$ cat src/rtl/afu_pkg.sv
package afu_pkg;

    typedef enum logic [2:0] {
        OP_ADD = 3'd0,
        OP_OR  = 3'd1,
        OP_ADC = 3'd2,
        OP_SBB = 3'd3,
        OP_AND = 3'd4,
        OP_SUB = 3'd5,
        OP_XOR = 3'd6,
        OP_CMP = 3'd7
    } afu_op_e;

    typedef enum logic [2:0] {
        FM_ADD   = 3'd0,
        FM_SUB   = 3'd1,
        FM_LOGIC = 3'd2,
        FM_INC   = 3'd3,
        FM_DEC   = 3'd4
    } afu_fmode_e;

    typedef struct packed {
        logic cf;
        logic af;
        logic of;
        logic sf;
        logic zf;
        logic pf;
    } afu_flags_t;

endpackage

$ cat src/rtl/afu_addsub.sv
module afu_addsub #(
    parameter int W = 16
) (
    input  logic [W-1:0] a,
    input  logic [W-1:0] b,
    input  logic         cin,
    input  logic         sub,
    output logic [W-1:0] sum
);
    logic [W-1:0] b_eff;
    logic         c_eff;

    always_comb begin
        // subtraction: a - b - cin == a + ~b + ~cin (mod 2^W)
        b_eff = sub ? ~b : b;
        c_eff = sub ? ~cin : cin;
        sum   = a + b_eff + {{(W-1){1'b0}}, c_eff};
    end
endmodule

$ cat src/rtl/afu_logic.sv
module afu_logic
    import afu_pkg::*;
#(
    parameter int W = 16
) (
    input  logic [W-1:0] a,
    input  logic [W-1:0] b,
    input  afu_op_e      op,
    output logic [W-1:0] res
);
    always_comb begin
        unique case (op)
            OP_OR:   res = a | b;
            OP_AND:  res = a & b;
            default: res = a ^ b;
        endcase
    end
endmodule

$ cat src/rtl/afu_parity.sv
module afu_parity #(
    parameter int W = 8
) (
    input  logic [W-1:0] vec,
    output logic         even
);
    logic [W:0] chain;

    assign chain[0] = 1'b1;
    for (genvar i = 0; i < W; i++) begin : g_chain
        assign chain[i+1] = chain[i] ^ vec[i];
    end
    assign even = chain[W];
endmodule

$ cat src/rtl/afu_flag_gen.sv
module afu_flag_gen
    import afu_pkg::*;
#(
    parameter int DATA_W     = 16,
    parameter int NARROW_W   = 8,
    parameter int NIBBLE_BIT = 4
) (
    input  logic [DATA_W-1:0] dst_m,
    input  logic [DATA_W-1:0] src_m,
    input  logic [DATA_W-1:0] res_m,
    input  logic              wide,
    input  afu_fmode_e        mode,
    input  logic              carry_eff,
    input  logic              carry_in,
    output afu_flags_t        flags
);
    localparam logic [DATA_W-1:0] WIDE_MIN   = DATA_W'(1) << (DATA_W - 1);
    localparam logic [DATA_W-1:0] NARROW_MIN = DATA_W'(1) << (NARROW_W - 1);

    logic [DATA_W-1:0] mix;
    logic [DATA_W-1:0] min_neg;
    logic              top_mix;
    logic              top_res;
    logic              same;
    logic              parity_even;

    afu_parity #(.W(NARROW_W)) u_par (
        .vec  (res_m[NARROW_W-1:0]),
        .even (parity_even)
    );

    always_comb begin
        mix     = src_m ^ dst_m ^ res_m;
        top_mix = wide ? mix[DATA_W-1]   : mix[NARROW_W-1];
        top_res = wide ? res_m[DATA_W-1] : res_m[NARROW_W-1];
        min_neg = wide ? WIDE_MIN : NARROW_MIN;
        same    = (res_m == dst_m);

        flags    = '0;
        flags.af = mix[NIBBLE_BIT];
        flags.sf = top_res;
        flags.zf = (res_m == '0);
        flags.pf = parity_even;

        unique case (mode)
            FM_ADD: begin
                flags.cf = (res_m < dst_m) || (carry_eff && same);
                flags.of = !same && (flags.cf ^ top_mix);
            end
            FM_SUB: begin
                flags.cf = (res_m > dst_m) || (carry_eff && same);
                flags.of = !same && (flags.cf ^ top_mix);
            end
            FM_LOGIC: begin
                flags.af = 1'b0;
                flags.cf = 1'b0;
                flags.of = 1'b0;
            end
            FM_INC: begin
                flags.cf = carry_in;
                flags.of = (res_m == min_neg);
            end
            FM_DEC: begin
                flags.cf = carry_in;
                flags.of = (dst_m == min_neg);
            end
            default: begin
                flags.cf = 1'b0;
                flags.of = 1'b0;
            end
        endcase
    end
endmodule

$ cat src/rtl/flag_alu.sv
module flag_alu
    import afu_pkg::*;
#(
    parameter int DATA_W     = 16,
    parameter int NARROW_W   = 8,
    parameter int NIBBLE_BIT = 4
) (
    input  logic              clk_i,
    input  logic              rst_ni,
    input  logic [DATA_W-1:0] dst_i,
    input  logic [DATA_W-1:0] src_i,
    input  logic              wide_i,
    input  logic [2:0]        op_i,
    input  logic              step_en_i,
    input  logic              step_dec_i,
    input  logic              carry_i,
    output logic [DATA_W-1:0] result_o,
    output logic              wr_en_o,
    output logic              cf_o,
    output logic              af_o,
    output logic              of_o,
    output logic              sf_o,
    output logic              zf_o,
    output logic              pf_o
);
    localparam logic [DATA_W-1:0] NARROW_MASK =
        {{(DATA_W - NARROW_W){1'b0}}, {NARROW_W{1'b1}}};
    localparam logic [DATA_W-1:0] STEP_ONE = DATA_W'(1);

    typedef struct packed {
        logic [DATA_W-1:0] result;
        logic              wr_en;
        afu_flags_t        flags;
    } stage_t;

    stage_t            stage_d, stage_q;
    logic              live_q;

    logic [DATA_W-1:0] mask;
    logic [DATA_W-1:0] dst_m, src_m;
    logic [DATA_W-1:0] add_b, flag_src;
    logic              add_cin, add_sub, carry_eff, is_logic, wr_sel;
    afu_op_e           op_e;
    afu_fmode_e        fmode;
    logic [DATA_W-1:0] add_sum, logic_res, res_m;
    afu_flags_t        flags_n;

    // operand masking and operation decode
    always_comb begin
        mask      = wide_i ? '1 : NARROW_MASK;
        dst_m     = dst_i & mask;
        src_m     = src_i & mask;
        op_e      = afu_op_e'(op_i);
        add_b     = src_m;
        flag_src  = src_m;
        add_cin   = 1'b0;
        add_sub   = 1'b0;
        carry_eff = 1'b0;
        is_logic  = 1'b0;
        wr_sel    = 1'b1;
        fmode     = FM_ADD;
        if (step_en_i) begin
            add_b    = STEP_ONE;
            flag_src = STEP_ONE;
            add_sub  = step_dec_i;
            fmode    = step_dec_i ? FM_DEC : FM_INC;
        end else begin
            unique case (op_e)
                OP_ADC: begin
                    add_cin   = carry_i;
                    carry_eff = carry_i;
                end
                OP_SBB: begin
                    add_sub   = 1'b1;
                    add_cin   = carry_i;
                    carry_eff = carry_i;
                    fmode     = FM_SUB;
                end
                OP_SUB: begin
                    add_sub = 1'b1;
                    fmode   = FM_SUB;
                end
                OP_CMP: begin
                    add_sub = 1'b1;
                    fmode   = FM_SUB;
                    wr_sel  = 1'b0;
                end
                OP_OR, OP_AND, OP_XOR: begin
                    is_logic = 1'b1;
                    fmode    = FM_LOGIC;
                end
                default: ;
            endcase
        end
    end

    afu_addsub #(.W(DATA_W)) u_addsub (
        .a   (dst_m),
        .b   (add_b),
        .cin (add_cin),
        .sub (add_sub),
        .sum (add_sum)
    );

    afu_logic #(.W(DATA_W)) u_logic (
        .a   (dst_m),
        .b   (src_m),
        .op  (op_e),
        .res (logic_res)
    );

    assign res_m = (is_logic ? logic_res : add_sum) & mask;

    afu_flag_gen #(
        .DATA_W     (DATA_W),
        .NARROW_W   (NARROW_W),
        .NIBBLE_BIT (NIBBLE_BIT)
    ) u_flags (
        .dst_m     (dst_m),
        .src_m     (flag_src),
        .res_m     (res_m),
        .wide      (wide_i),
        .mode      (fmode),
        .carry_eff (carry_eff),
        .carry_in  (carry_i),
        .flags     (flags_n)
    );

    always_comb begin
        stage_d        = '0;
        stage_d.result = res_m;
        stage_d.wr_en  = wr_sel;
        stage_d.flags  = flags_n;
    end

    always_ff @(posedge clk_i or negedge rst_ni) begin
        if (!rst_ni) begin
            stage_q <= '0;
            live_q  <= 1'b0;
        end else begin
            stage_q <= stage_d;
            live_q  <= 1'b1;
        end
    end

    assign result_o = stage_q.result;
    assign wr_en_o  = stage_q.wr_en;
    assign cf_o     = stage_q.flags.cf;
    assign af_o     = stage_q.flags.af;
    assign of_o     = stage_q.flags.of;
    assign sf_o     = stage_q.flags.sf;
    assign zf_o     = stage_q.flags.zf;
    assign pf_o     = stage_q.flags.pf;


    cmp_nowrite_chk: assert property (@(posedge clk_i) disable iff (!rst_ni)
        (live_q && $past(!step_en_i && op_i == OP_CMP)) |-> !wr_en_o);


    logic_clear_chk: assert property (@(posedge clk_i) disable iff (!rst_ni)
        (live_q && $past(!step_en_i && (op_i == OP_OR || op_i == OP_AND || op_i == OP_XOR)))
        |-> (!cf_o && !of_o && !af_o));


    step_carry_chk: assert property (@(posedge clk_i) disable iff (!rst_ni)
        (live_q && $past(step_en_i)) |-> (cf_o == $past(carry_i)));


    narrow_upper_chk: assert property (@(posedge clk_i) disable iff (!rst_ni)
        (live_q && $past(!wide_i)) |-> (result_o[DATA_W-1:NARROW_W] == '0));


    zero_flags_chk: assert property (@(posedge clk_i) disable iff (!rst_ni)
        zf_o |-> (!sf_o && pf_o));

endmodule

$ cat config.mk
export PLATFORM = sky130hd
export DESIGN_NAME = flag_alu
export DESIGN_NICKNAME = d
export VERILOG_FILES = /design/src/rtl/afu_pkg.sv /design/src/rtl/afu_addsub.sv /design/src/rtl/afu_logic.sv /design/src/rtl/afu_parity.sv /design/src/rtl/afu_flag_gen.sv /design/src/rtl/flag_alu.sv
export SDC_FILE = /design/constraint.sdc
export NUM_CORES = 1
export LEC_CHECK = 0
export BUFFER_PORTS_ARGS = -buffer_cell sky130_fd_sc_hd__buf_2
export CORE_MARGIN = 4
export CORE_UTILIZATION = 52
export DETAILED_ROUTE_END_ITERATION = 8
export PLACE_DENSITY = 0.78
export SYNTH_ARGS = -nofsm -noshare
export SYNTH_HDL_FRONTEND = slang
export SYNTH_SLANG_ARGS = --single-unit
$ cat constraint.sdc
create_clock -name clk_i -period 0.8 [get_ports clk_i]
set_clock_uncertainty 0.05 [all_clocks]
set_input_delay 0.16 -clock clk_i [delete_from_list [all_inputs] [get_ports clk_i]]
set_output_delay 0.16 -clock clk_i [all_outputs]
set_load 0.03 [all_outputs]
==> results of run 1 <==
==> cells in the mapped netlist, types with 3 or more instances <==
library cell,count
ha_1,63
nor2_1,52
a21oi_1,50
inv_1,43
nand2_1,33
xnor2_1,30
o21ai_0,24
dfrtp_1,23
nor3_1,11
clkbuf_1,9
a211oi_1,8
nand4_1,8
o21a_1,8
o22ai_1,7
xor2_1,6
buf_2,5
nand3_1,5
nor4_1,5
a2bb2oi_1,4
nor2b_1,4
o221ai_1,4
nand2b_1,3
o211ai_1,3
o21bai_1,3
o31a_1,3
==> through the flow <==
stage / utilization [%] / area (um2) / std cells / worst slack [ns]
floorplan: - / 3665 / 461 / -3.539
global placement: 80.72 / 5243 / 749 / -3.660
detailed placement: 80.72 / 5243 / 749 / -3.809
CTS: 90.18 / 5857 / 766 / -3.275
==> logic make-up after synthesis <==
group / after synthesis / synth area share [%]
buf+inv: 62 / 7.464
simple gates: 136 / 17.96
fa+ha+maj: 65 / 23.31
xor+xnor: 36 / 8.873
compound gates: 136 / 25.28
flops: 23 / 16.20
mux: 3 / 0.9155
==> what timing repair did <==
item                                    CTS
endpoints found under the hold margin    23
setup buffers                            18
endpoints found under the setup margin   45
pin swaps                                43
hold buffers                              1
resized for setup                       124
==> metal layers <==
| layer | GRT overflow | track usage (%) |
|---|---|---|
| met5 | 0 | 16.67 |
| met4 | 18 | 69.52 |
| met3 | 2 | 53.75 |
| met2 | 20 | 84.50 |
| met1 | 3 | 69.19 |
==> results.cfg, run 1 <==
[global_routing]
track_usage_pct = 68.90
grt_overflow_total = 43
grt_start_max_net_pins = 24

[floorplanning]
die_x_um = 90.67
die_h_um = 90.67
ios = 64
num_rows = 29
start_util_pct = 54.71

[status]
flow.stopped_at = global routing (5_1_grt)
status = stopped before the end
tool.error = [ERROR GRT-0232] Routing congestion too high. Check the congestion heatmap in the GUI.

[clocking]
cts_buffers = 3
htreeDepth = 1
clock-sinks = 23
root_buffer = clkbuf_8
clock_tree.buffer_depth = 2

[synthesis]
yosys_warnings = 0
syn-num-nets = 567
synth-main-ff-cell = dfrtp_1
async_flop_share_pct = 100.0
synth-seq-cells = 23
syn_area_mm2 = 0.003553
syn_area_per_cell_um2 = 7.708
netlist_top_cells_area = ha_1 22%, dfrtp_1 16%, xnor2_1 7.4%
ys_seq_area_share_pct = 16.20
synth_edf_count = 0
yosys.area.top_type = ha_1
synthCells = 461
synthDominantCellAreaShare_pct = 22.18
yosysUniqueCellTypes = 59

[sta]
endpoint_type = sequential cell input
crit_endpoint = of_o$_DFF_PN0_/D

[place]
io_buffers = 63
place.gp.congestion = 1.021
place_hpwl_um = 10970
==> run 2: changes to the inputs <==
CORE_UTILIZATION = 40   (was 52)
PLACE_DENSITY = unset   (was 0.78)
PLACE_DENSITY_LB_ADDON = 0.15   (was unset)
clock period = 1 ns   (was 0.8 ns; I/O delays follow)
==> run 2 against run 1 <==
Net effect:
- the flow now finishes, with violations (negative setup slack)
- synthesized cell count is the same
- area after synthesis is the same
==> results.cfg, run 2 <==
[status]
status = finished, violations left
violations = negative setup slack

[pwr]
internal_power_mw = 4.427
pwr-share-seq_pct = 15.8
power.total_mw = 7.748
leakage_nw = 3.023
ir_drop_uv = 731.6
sw_frac_of_total_pct = 42.86
p_comb_share_pct = 77.0
power_density_mw_per_mm2 = 1256
clockPowerShare_pct = 7.2
p_switching_mw = 3.321

[floorplanning]
dieArea_mm2 = 0.01046
start_util_pct = 40.95
die_h_um = 102.3
core_area_mm2 = 0.008678
ios = 64
num_rows = 34
die_x_um = 102.3

[worst_setup_path]
cp.required_ns = 1.09
critPathLaunchType = input port
critical_path_class = in -> reg
end_kind = flop
path_max_fanout = 3
cp_data_arrival_time_ns = 4.39

[drt]
via_count = 4356
ant_nets = 0
drc_errors = 0
first_pass_iters = 4
via_per_inst = 5.418
wl_per_cell_um = 17.05
drt_iter0_drc = 245
routed_wirelength_um = 13710

[layout]
mostFrequentLayoutCells = 162 x buf_4, 58 x ha_1, 46 x nor2_1, 44 x buf_6, 40 x inv_1
num-fill-cells = 664
syn_to_final_growth_pct = 73.59
final_common_cell = buf_4
diodes = 0
final_cells = 804
largest_register_ffs = 16
final_nets = 803
drive_gt1_share_pct = 48.13
final_util_pct = 71.08

[sta]
slew_headroom_pct = 63.64
fin_crit_sh_pct = 429.7
rsz0062_at_grt = yes
post-route-min-period_ns = 4.297
hold_viol_final = 0
worst_slack_ns = -3.297
setup_viol = 45
tightest_slew_ns = 0.5378
drv_slew = 0
fmax_mhz = 232.7

[worst_hold_path]
hp-class = in -> reg

[synthesis]
yosysUniqueCellTypes = 59
ys_seq_area_share_pct = 16.20
synth_edf_count = 0
syn_area_mm2 = 0.003553
yosys_warnings = 0
synth_common_cells = 63 x ha_1, 52 x nor2_1, 50 x a21oi_1
synth-seq-cells = 23
syn_area_per_cell_um2 = 7.708
yosysMostFrequentCell = ha_1
synth-main-ff-cell = dfrtp_1
synthCells = 461
yosys.area.top_type = ha_1
syn-num-nets = 567
netlist_top_cells_area = ha_1 22%, dfrtp_1 16%, xnor2_1 7.4%
synthDominantCellAreaShare_pct = 22.18
async_flop_share_pct = 100.0

[global_routing]
grt_start_max_net_pins = 24
grt_overflow_total = 0
grt_pass1_vias = 4282
antenna_found_initial = 0
track_usage_pct = 25.66
grt_pass1_wl_um = 20930

[place]
place_hpwl_um = 10560
io_buffers = 63
pre_cts_slack_ns = -3.619
dpl.cell_count = 780
place.gp.congestion = 0.9415

[clocking]
root_buffer = clkbuf_8
clock_tree.buffer_depth = 2
cts.clk_slew.worst_paths_ns = 0.08
cts_buffers = 3
cts_tree = yes
clock-sinks = 23
htreeDepth = 1

[job]
cap_viol_max_count = 0
==> run 2: final cells by class <==
cell class / instances / area (um2) / share of cell area (%)
sequential: 23 / 575.6 / 9.331
timing repair buffer: 249 / 2002 / 32.45
tap: 108 / 135.1 / 2.191
inverter: 44 / 167.7 / 2.718
clock buffer: 3 / 41.29 / 0.6694
clock inverter: 1 / 5.005 / 0.08114
multi-input combinational: 376 / 3242 / 52.56
==> run 2: per-stage QoR <==
| step | hold WS (ns) | cell area, um2 | TNS (ns) |
|---|---|---|---|
| 4_1_cts | 0.1358 | 5929 | -39.09 |
| 5_1_grt | 0.1459 | 6168 | -44.95 |
| 6_report | 0.1426 | 6168 | -42.09 |
| 2_1_floorplan | -0.1456 | 3662 | -40.95 |
| 3_5_place_dp | 0.1370 | 5256 | -47.88 |
| 3_3_place_gp | 0.1232 | 5256 | -47.42 |
==> run 2: timing repair <==
action,CTS,global route
buffers inserted,21,9
hold buffers,1,0
endpoints found under the hold margin,23,0
pin swaps,28,22
resized for setup,128,42
endpoints found under the setup margin,45,45
==> run 2: worst max-delay path: stages <==
cell and delay, ns:
buf_8 0.10, mux2_4 0.29, a221oi_2 0.23, nor2_1 0.09, fa_2 0.37, buf_4 0.15, a211oi_4 0.26, buf_4 0.16
o21bai_1 0.07, a21oi_1 0.17, xor2_1 0.32, a21oi_2 0.13, ha_2 0.21, nor3_1 0.17, o21ai_0 0.12, a31o_2 0.25
a21oi_2 0.16, nor3_2 0.07, a2111oi_4 0.33, xnor2_1 0.19, mux2i_1 0.25, o32ai_2 0.09
==> run 2: worst paths after layout <==
check | start | to | cells after the start
max in group asynchronous | rst_ni | result_o[12] | 2
min in group asynchronous | rst_ni | result_o[1] | 2
worst min-delay path | carry_i | cf_o | 3
worst max-delay path | carry_i | of_o | 22
==> run 2: cell families (layout without fill, tap and decap cells) <==
kind of cell / after synthesis / after routing / share of synthesized area (%)
compound gates: 136 / 136 / 25.28
simple gates: 136 / 136 / 17.96
fa+ha+maj: 65 / 65 / 23.31
buf+inv: 62 / 297 / 7.464
xor+xnor: 36 / 36 / 8.873
flops: 23 / 23 / 16.20
mux: 3 / 3 / 0.9155
==> run 2: power groups by stage <==
| stage | registers (mW) | logic [mW] | clock network (mW) |
|---|---|---|---|
| global placement | 1.19 | 4.43 | 0 |
| global route | 1.24 | 6.39 | 0.604 |
| CTS | 1.22 | 5.35 | 0.578 |
| finish | 1.23 | 5.96 | 0.559 |
| detailed placement | 1.19 | 4.50 | 0 |
| floorplan | 1.62 | 2.19 | 0 |
==> run 2: routing by layer <==
metal	vias up	global-route usage, %	wire length (um)
li1	2110	-	-
met1	2068	34.10	5990
met5	-	0	0
met2	143	43.38	6579
met3	35	2.730	705
met4	0	8.476	432
(Power assumes the default switching activity.)
